File: src/rtl/acc_core_pkg.sv
package acc_core_pkg;
  localparam int OPC_W = 4;

  localparam logic [OPC_W-1:0] OP_HLT = 4'h0;
  localparam logic [OPC_W-1:0] OP_ADD = 4'h1;
  localparam logic [OPC_W-1:0] OP_SUB = 4'h2;
  localparam logic [OPC_W-1:0] OP_STO = 4'h3;
  localparam logic [OPC_W-1:0] OP_LDA = 4'h5;
  localparam logic [OPC_W-1:0] OP_JMP = 4'h6;
  localparam logic [OPC_W-1:0] OP_BRZ = 4'h7;
  localparam logic [OPC_W-1:0] OP_BRP = 4'h8;
  localparam logic [OPC_W-1:0] OP_IO  = 4'h9;

  localparam int IO_SEL_IN  = 1;
  localparam int IO_SEL_OUT = 2;

  typedef enum logic [3:0] {
    PH_PC2MAR, PH_MEMRD, PH_MDR, PH_CIR, PH_DEC,
    PH_OPRD, PH_OPMDR, PH_EXEC, PH_STMDR, PH_STWR,
    PH_IO, PH_HALT
  } phase_e;

  typedef enum logic [1:0] {ALU_PASS, ALU_ADD, ALU_SUB} alu_op_e;
endpackage

File: src/rtl/acc_mem.sv
module acc_mem #(
  parameter int ADDR_W = 8,
  parameter int DATA_W = 12,
  localparam int DEPTH = 1 << ADDR_W
) (
  input  logic              clk_i,
  input  logic              pl_we_i,
  input  logic [ADDR_W-1:0] pl_addr_i,
  input  logic [DATA_W-1:0] pl_data_i,
  input  logic              we_i,
  input  logic [ADDR_W-1:0] addr_i,
  input  logic [DATA_W-1:0] wdata_i,
  output logic [DATA_W-1:0] rdata_o
);
  logic [DATA_W-1:0] mem_q [DEPTH];

  // preload has priority over core store
  always_ff @(posedge clk_i) begin
    if (pl_we_i)   mem_q[pl_addr_i] <= pl_data_i;
    else if (we_i) mem_q[addr_i]    <= wdata_i;
    rdata_o <= mem_q[addr_i];
  end
endmodule

File: src/rtl/acc_alu.sv
module acc_alu
  import acc_core_pkg::*;
#(
  parameter int DATA_W = 12
) (
  input  alu_op_e           op_i,
  input  logic [DATA_W-1:0] a_i,
  input  logic [DATA_W-1:0] b_i,
  output logic [DATA_W-1:0] y_o
);
  always_comb begin
    unique case (op_i)
      ALU_ADD: y_o = a_i + b_i;
      ALU_SUB: y_o = a_i - b_i;
      default: y_o = b_i;
    endcase
  end
endmodule

File: src/rtl/acc_ctrl.sv
module acc_ctrl
  import acc_core_pkg::*;
#(
  parameter int ADDR_W = 8
) (
  input  logic              clk_i,
  input  logic              rst_ni,
  input  logic [OPC_W-1:0]  opcode_i,
  input  logic [ADDR_W-1:0] operand_i,
  input  logic              acc_zero_i,
  input  logic              acc_neg_i,
  input  logic              in_valid_i,
  output phase_e            phase_o,
  output logic              br_take_o,
  output alu_op_e           alu_op_o,
  output logic              in_ready_o,
  output logic              out_fire_o
);
  phase_e phase_q, phase_d;
  logic   sel_in, sel_out;

  assign sel_in  = operand_i == ADDR_W'(IO_SEL_IN);
  assign sel_out = operand_i == ADDR_W'(IO_SEL_OUT);

  always_comb begin
    phase_d = phase_q;
    unique case (phase_q)
      PH_PC2MAR: phase_d = PH_MEMRD;
      PH_MEMRD:  phase_d = PH_MDR;
      PH_MDR:    phase_d = PH_CIR;
      PH_CIR:    phase_d = PH_DEC;
      PH_DEC: begin
        unique case (opcode_i)
          OP_HLT:                 phase_d = PH_HALT;
          OP_ADD, OP_SUB, OP_LDA: phase_d = PH_OPRD;
          OP_STO:                 phase_d = PH_STMDR;
          OP_IO:                  phase_d = (sel_in || sel_out) ? PH_IO : PH_PC2MAR;
          default:                phase_d = PH_PC2MAR;
        endcase
      end
      PH_OPRD:   phase_d = PH_OPMDR;
      PH_OPMDR:  phase_d = PH_EXEC;
      PH_EXEC:   phase_d = PH_PC2MAR;
      PH_STMDR:  phase_d = PH_STWR;
      PH_STWR:   phase_d = PH_PC2MAR;
      PH_IO:     phase_d = (sel_in && !in_valid_i) ? PH_IO : PH_PC2MAR;
      PH_HALT:   phase_d = PH_HALT;
      default:   phase_d = PH_PC2MAR;
    endcase
  end

  always_ff @(posedge clk_i or negedge rst_ni) begin
    if (!rst_ni) phase_q <= PH_PC2MAR;
    else         phase_q <= phase_d;
  end

  assign phase_o    = phase_q;
  assign br_take_o  = (phase_q == PH_DEC) &&
                      ((opcode_i == OP_JMP) ||
                       (opcode_i == OP_BRZ && acc_zero_i) ||
                       (opcode_i == OP_BRP && !acc_neg_i));
  assign in_ready_o = (phase_q == PH_IO) && sel_in;
  assign out_fire_o = (phase_q == PH_IO) && sel_out;

  always_comb begin
    unique case (opcode_i)
      OP_ADD:  alu_op_o = ALU_ADD;
      OP_SUB:  alu_op_o = ALU_SUB;
      default: alu_op_o = ALU_PASS;
    endcase
  end
endmodule

File: src/rtl/acc_core.sv
module acc_core
  import acc_core_pkg::*;
#(
  parameter int ADDR_W = 8,
  parameter int DATA_W = OPC_W + ADDR_W
) (
  input  logic              clk_i,
  input  logic              rst_ni,
  input  logic              ld_we_i,
  input  logic [ADDR_W-1:0] ld_addr_i,
  input  logic [DATA_W-1:0] ld_data_i,
  input  logic              in_valid_i,
  input  logic [DATA_W-1:0] in_data_i,
  output logic              in_ready_o,
  output logic              out_valid_o,
  output logic [DATA_W-1:0] out_data_o,
  output logic              halted_o
);
  logic [ADDR_W-1:0] pc_q, mar_q;
  logic [DATA_W-1:0] mdr_q, cir_q, acc_q, mem_rdata, alu_y;
  logic [OPC_W-1:0]  opcode;
  logic [ADDR_W-1:0] operand;
  phase_e            phase;
  alu_op_e           alu_op;
  logic              br_take, out_fire;

  assign opcode  = cir_q[DATA_W-1 -: OPC_W];
  assign operand = cir_q[ADDR_W-1:0];

  acc_ctrl #(.ADDR_W(ADDR_W)) u_ctrl (
    .clk_i      (clk_i),
    .rst_ni     (rst_ni),
    .opcode_i   (opcode),
    .operand_i  (operand),
    .acc_zero_i (acc_q == '0),
    .acc_neg_i  (acc_q[DATA_W-1]),
    .in_valid_i (in_valid_i),
    .phase_o    (phase),
    .br_take_o  (br_take),
    .alu_op_o   (alu_op),
    .in_ready_o (in_ready_o),
    .out_fire_o (out_fire)
  );

  acc_mem #(.ADDR_W(ADDR_W), .DATA_W(DATA_W)) u_mem (
    .clk_i     (clk_i),
    .pl_we_i   (ld_we_i),
    .pl_addr_i (ld_addr_i),
    .pl_data_i (ld_data_i),
    .we_i      (phase == PH_STWR),
    .addr_i    (mar_q),
    .wdata_i   (mdr_q),
    .rdata_o   (mem_rdata)
  );

  acc_alu #(.DATA_W(DATA_W)) u_alu (
    .op_i (alu_op),
    .a_i  (acc_q),
    .b_i  (mdr_q),
    .y_o  (alu_y)
  );

  always_ff @(posedge clk_i or negedge rst_ni) begin
    if (!rst_ni) begin
      pc_q        <= '0;
      mar_q       <= '0;
      mdr_q       <= '0;
      cir_q       <= '0;
      acc_q       <= '0;
      out_valid_o <= 1'b0;
      out_data_o  <= '0;
    end else begin
      out_valid_o <= out_fire;
      if (out_fire) out_data_o <= acc_q;
      unique case (phase)
        PH_PC2MAR: mar_q <= pc_q;
        PH_MEMRD:  pc_q  <= pc_q + 1'b1;
        PH_MDR:    mdr_q <= mem_rdata;
        PH_CIR:    cir_q <= mdr_q;
        PH_DEC: begin
          mar_q <= operand;
          if (br_take) pc_q <= operand;
        end
        PH_OPMDR:  mdr_q <= mem_rdata;
        PH_EXEC:   acc_q <= alu_y;
        PH_STMDR:  mdr_q <= acc_q;
        PH_IO:     if (in_ready_o && in_valid_i) acc_q <= in_data_i;
        default: ;
      endcase
    end
  end

  assign halted_o = phase == PH_HALT;
endmodule

File: config.mk
export PLATFORM = sky130hd
export DESIGN_NAME = acc_core
export DESIGN_NICKNAME = d
export VERILOG_FILES = /design/src/rtl/acc_core_pkg.sv /design/src/rtl/acc_mem.sv /design/src/rtl/acc_alu.sv /design/src/rtl/acc_ctrl.sv /design/src/rtl/acc_core.sv
export SDC_FILE = /design/constraint.sdc
export NUM_CORES = 2
export LEC_CHECK = 0
export BUFFER_PORTS_ARGS = -buffer_cell sky130_fd_sc_hd__buf_2
export CORE_UTILIZATION = 45
export DETAILED_ROUTE_END_ITERATION = 10
export PLACE_DENSITY = 0.64
export SLEW_MARGIN = 20
export SYNTH_ARGS = -nofsm -noshare
export SYNTH_HDL_FRONTEND = slang
export SYNTH_SLANG_ARGS = --single-unit
export TNS_END_PERCENT = 100
File: constraint.sdc
create_clock -name clk_i -period 38 [get_ports clk_i]
set_input_delay 3.8 -clock clk_i [delete_from_list [all_inputs] [get_ports clk_i]]
set_output_delay 3.8 -clock clk_i [all_outputs]
set_load 0.01 [all_outputs]
Yosys cells after proc, flatten, opt, wreduce, memory -nomap -nowiden

Memories as Yosys holds them, arrays and structs flattened. A register that Yosys moved wholly into a read port is not among the register bits.
Index checks and enable logic that the tools add are counted.

$add $sub $neg: 3
Equal/unequal tests: 25
Muxes and demuxes: 20
Reductions and logical operators: 24

Operators by type and width:

| kind                                                                  | count |
|---|---|
| 12-bit one-hot mux with 2 select lines                                | 3 |
| 4-bit one-hot mux with 10 select lines                                | 1 |
| 8-bit one-hot mux with 2 select lines                                 | 2 |
| 4-bit by 3-bit equality test with 1-bit output, second input constant | 7 |
| 4-bit equality test, second input constant                            | 6 |
| 12-bit two-way mux                                                    | 2 |
| 4-bit by 2-bit equality test with 1-bit output, second input constant | 4 |
| 8-bit two-way mux                                                     | 2 |
| 4-bit one-hot mux with 4 select lines                                 | 1 |
| 12-bit adder                                                          | 1 |
| 12-bit zero test                                                      | 1 |
| 12-bit OR reduction                                                   | 1 |
| 12-bit subtractor                                                     | 1 |
| 8-bit by 1-bit adder with 8-bit output, second input constant         | 1 |
| 4-bit by 1-bit equality test with 1-bit output, second input constant | 2 |
| 8-bit by 1-bit equality test with 1-bit output, second input constant | 1 |
| 8-bit by 2-bit equality test with 1-bit output, second input constant | 1 |
| 4-bit zero test                                                       | 2 |
| 4-bit two-way mux                                                     | 2 |
| 2-bit nonzero test                                                    | 4 |
| 1-bit logical AND                                                     | 7 |
| 1-bit two-way mux                                                     | 6 |
| 2-bit != test, second input constant                                  | 2 |
| 2-bit one-hot mux with 2 select lines                                 | 1 |
| 7 further kinds                                                       | 11 |

Register bits after elaboration: 69
Bits in writable memories: 3072
Input bits: 36
Output and inout port bits: 15
Logic and storage cells: 81
Memories: 1

Memories:

| name        | words | width | rd ports | clocked after memory_dff | wr ports | RTL line      | text |
|---|---|---|---|---|---|---|---|
| u_mem.mem_q | 256   | 12    | 1        | 1                        | 1        | acc_mem.sv:15 | `logic [DATA_W-1:0] mem_q [DEPTH];` |

Logic depth before layout (Yosys ltp)

Depth after elaboration: 7
Mapped depth: 15
Depth with buffers taken out: 14

Hierarchy

Synthesis repeated with hierarchy kept, for this count alone.

Cell total of the unflattened synthesis: 5939
Area total of the unflattened synthesis: 123547.2 um^2

By module, submodules not included:

| module   | times used | cells an instance | area an instance (um^2) | sequential area each (um^2) |
|---|---|---|---|---|
| acc_mem  | 1          | 5499              | 119149.3                | 92488.7 |
| acc_core | 1          | 255               | 3052.9                  | 1626.6 |
| acc_alu  | 1          | 127               | 874.6                   | 0.0 |
| acc_ctrl | 1          | 58                | 470.5                   | 100.1 |

Worst setup path after synthesis

No wires, ideal clock.

Path type: input port to flip-flop
Start: in ld_we_i
End: mem u_mem.mem_q[0][0] (data pin)
Setup time: 2.189 ns
Arrival: 14.612 ns
Required time: 35.811 ns
Setup slack: 21.199 ns
Stages: 4
Path buffers: 2
Cell sequence: or4_4 > buf_2 > clkbuf_1 > o21ai_0

Cells in the longest elaborated chain, start to end: 4

Ends and longest elaborated chain:

| element                                 | RTL line      | text |
|---|---|---|
| from (decl)                             | acc_core.sv:9 | `input logic ld_we_i,` |
| 1-bit two-way mux                       | acc_mem.sv:19 | `if (pl_we_i) mem_q[pl_addr_i] <= pl_data_i;` |
| 1-bit two-way mux (implied by the code) | acc_mem.sv:20 | `else if (we_i) mem_q[addr_i] <= wdata_i;` |
| 12-bit OR reduction (no line)           | -             |  |
| 12-bit two-way mux (no line)            | -             |  |
| to (decl)                               | acc_mem.sv:15 |  |

Every way passes these cells.

Worst setup path in the final report

Start: in ld_we_i
End: mem u_mem.mem_q[223][8], enable pin

Cells in the longest elaborated chain, start to end: 4
Elaborated cells on any way between the ends: 7
Classes of those cells: mux (6); reduce/logical (1)

Ends and longest elaborated chain:

| element                                                          | RTL line |
|---|---|
| 1-bit two-way mux                                                | acc_mem.sv:19 |
| 1-bit two-way mux (implied by the code)                          | acc_mem.sv:20 |
| 12-bit OR reduction (no line)                                    | - |
| 8-bit two-way mux (no line) or 1-bit two-way mux (tied branches) | - |

Several ways; a longest one is shown, not always the timed one.

==> out/summary.txt <==
Syn. warnings - 0
Grt ovf - 0
Netlist cell types - 72
First-pass GRT wire length - 442,300 um
Yosys top cell area share - 75.62%
Pwr/cell area - 69.24 nW/um^2
Die Wd - 522.7 um
Clock buffer count from CTS - 303
Layout cells sized above 1 - 24.80%
Via density - 6.198
Fin. max-slew vios - 0
Clock network power share - 31.9%
Internal power - 0.006568 W
Hold Path Cell Cnt - 2
Die height - 522.7 um
TritonCTS clock tree - built
# clock sinks - 3,153
Post-route ant nets - 0
Nets - 5,909
# IOs - 51
Number of global-route vias before repair - 59,000
GRT Overall Usage - 22.65%
Placed Cells - 9,105
Clock Tree Buf Depth - 4
Yosys reg bits - 3,153
Most frequent cells in the layout - edfxtp_1, mux4_2, clkbuf_16
Fraction of registers with async set/reset - 2.188%
DR WL/cell - 32.07 um
Area Growth Syn to Fin - 11.38%
RSZ-0062 raised after global routing - false
Syn Std Cell Area - 122,000 sq um
Critical path type - input pin to flop
Filler Cell Count - 20,810
Clock Latency Late Sink - 0.88 ns
Postcts setup bufs - 0
Worst endpoint required time - 38.48 ns
Buffers on Ports - 50
Critical Path End Type - flop
Wirelength, routed - 309,600 um
Die area - 273,200 sq um
Clock root buffer - clkbuf_16
Max IR drop VDD - 0.05025 mV
Final setup fails - 0
Critical path data arrival time - 7.89 ns
Pin count of the biggest net entering global routing - 185
Sw Ratio - 30.18%
FF-to-FF path depth - 11
Final core occ - 50.53%
Area leader, netlist - edfxtp_1
Gate Count Post-Synth - 5,729
Vias - 59,830
Worst hold path class - flop to flop
Core area - 268,900 sq um
Critical path peak fanout - 40
Syn_nets - 5,780
Status - finished, final reports clean
Post-synth top flop - edfxtp_1
# resized after CTS - 0
Minimum clock period - 7.410 ns
Skew final - 0.03574 ns
Fin Setup TNS - 0 ns
Combinational Power Share - 25.8%
Initial antenna violation count - 17
Iter 0 DRT Violations - 8,087
Startpoint Class - input pin
Hold Slack - 0.4801 ns
Initial Util - 45.37%
Commonest non-fill, non-tap cell in the layout - edfxtp_1
RePlAce Congestion - 0.8689
Non-filler instance count after layout - 9,653
Slew @ Worst Pin - 1.193 ns
# hold bufs at CTS - 0
H-tree depth - 5
Rows - 190
Post-synth EDFFs - 3,072
Final Cycle Share - 19.50%
Clk pin slew, worst setup/hold paths - 0.06 ns
Register share of total power - 42.2%
Max cap viols - 0
FMAX - 134.9 MHz
Final Hold Vio Count - 0
Drt first pass iters - 8
Sw power - 0.002839 W
DP HPWL - 180,200 um
Leakage - 42.26 nW
Drc violations - 0
Top post-synthesis cells by area - edfxtp_1, mux4_2, dfrtp_1
Syn Area/Cell - 21.29 sq um
Sequential area share after synthesis - 77.23%
Worst slew margin - 20.16%
==> critical path, cell delays in order <==
cell     delay [ns]
buf_2          0.15
or4_4          0.81
o21ai_1        1.03
nand2_1        0.93
nor2_1         1.13
==> state kept, by name, indices dropped and copies added (netlist names) <==
| name | cells |
|---|---|
| cir_q | 12 |
| mar_q | 8 |
| u_mem.mem_q | 3072 |
| mdr_q | 12 |
| pc_q | 8 |
| acc_q | 12 |
| out_valid_o | 1 |
| u_ctrl.phase_o | 4 |
| u_mem.rdata_o | 12 |
| out_data_o | 12 |
==> power by group through the flow <==
stage               clock, W  sequential, W  combinational (W)
floorplan                  0        0.00398            0.00172
global placement           0        0.00405            0.00240
detailed placement         0        0.00405            0.00242
CTS                  0.00303        0.00397            0.00243
global route         0.00316        0.00398            0.00253
finish               0.00301        0.00397            0.00243
==> metrics by stage <==
step,setup WS (ns),area [sq um],total power (W)
4_1_cts,30.70,135700,0.009432
6_report,30.59,135900,0.009407
3_5_place_dp,29.78,125900,0.006464
5_1_grt,30.54,135900,0.009672
3_3_place_gp,29.80,125900,0.006449
2_1_floorplan,21.20,122000,0.005704
==> layer usage <==
layer | up-vias | track usage, % | share of wire, %
li1 | 24300 | - | -
met1 | 31790 | 32.78 | 41
met2 | 3299 | 34.49 | 47
met3 | 436 | 4.726 | 9.9
met4 | 6 | 7.314 | 3.0
met5 | - | 0 | 0.0097
==> area by class of cell <==
class | instances | area [sq um] | area share (%)
inverters | 19 | 71.32 | 0.05249
diodes | 4 | 10.01 | 0.007367
flip-flops and latches | 3153 | 94230 | 69.35
clock buffers | 368 | 8058 | 5.931
well taps | 3552 | 4444 | 3.271
repair buffers | 164 | 1209 | 0.8896
multi-input cells | 2217 | 26120 | 19.23
clock inverters | 176 | 1724 | 1.269
==> Yosys cell counts (all sizes together), types with 61 or more instances <==
cell type	number
a211oi	61
a21oi	65
a22oi	118
buf	235
clkbuf	105
dfrtp	69
edfxtp	3072
mux2i	144
mux4	724
nand2	145
nor2	326
o22ai	187
==> kinds of logic (layout without fill, tap and decap cells) <==
| group | Yosys count | after routing | share of synthesized area [%] |
|---|---|---|---|
| other | 0 | 4 | 0 |
| AND/OR/NAND/NOR | 664 | 664 | 2.430 |
| flip-flops | 3153 | 3153 | 77.23 |
| AO/OA/AOI/OAI | 617 | 617 | 3.441 |
| multiplexers | 901 | 901 | 14.85 |
| XOR/XNOR | 20 | 20 | 0.1436 |
| buffers and inverters | 359 | 727 | 1.740 |
| adder cells (fa/ha/maj) | 15 | 15 | 0.1600 |
==> final timing paths <==
| kind | slack, ns | endpoint | start |
|---|---|---|---|
| min reg2reg | 0.48 | out_data_o[7] | out_data_o[7] |
| min in group asynchronous | 3.06 | u_ctrl.phase_o[3] | rst_ni |
| max in group asynchronous | 34.26 | mar_q[0] | rst_ni |
| max | 30.59 | u_mem.mem_q[223][8] | ld_we_i |
| max reg2reg | 31.13 | u_mem.rdata_o[6] | mar_q[1] |
| min | 0.48 | out_data_o[7] | out_data_o[7] |
(Power assumes the default switching activity.)
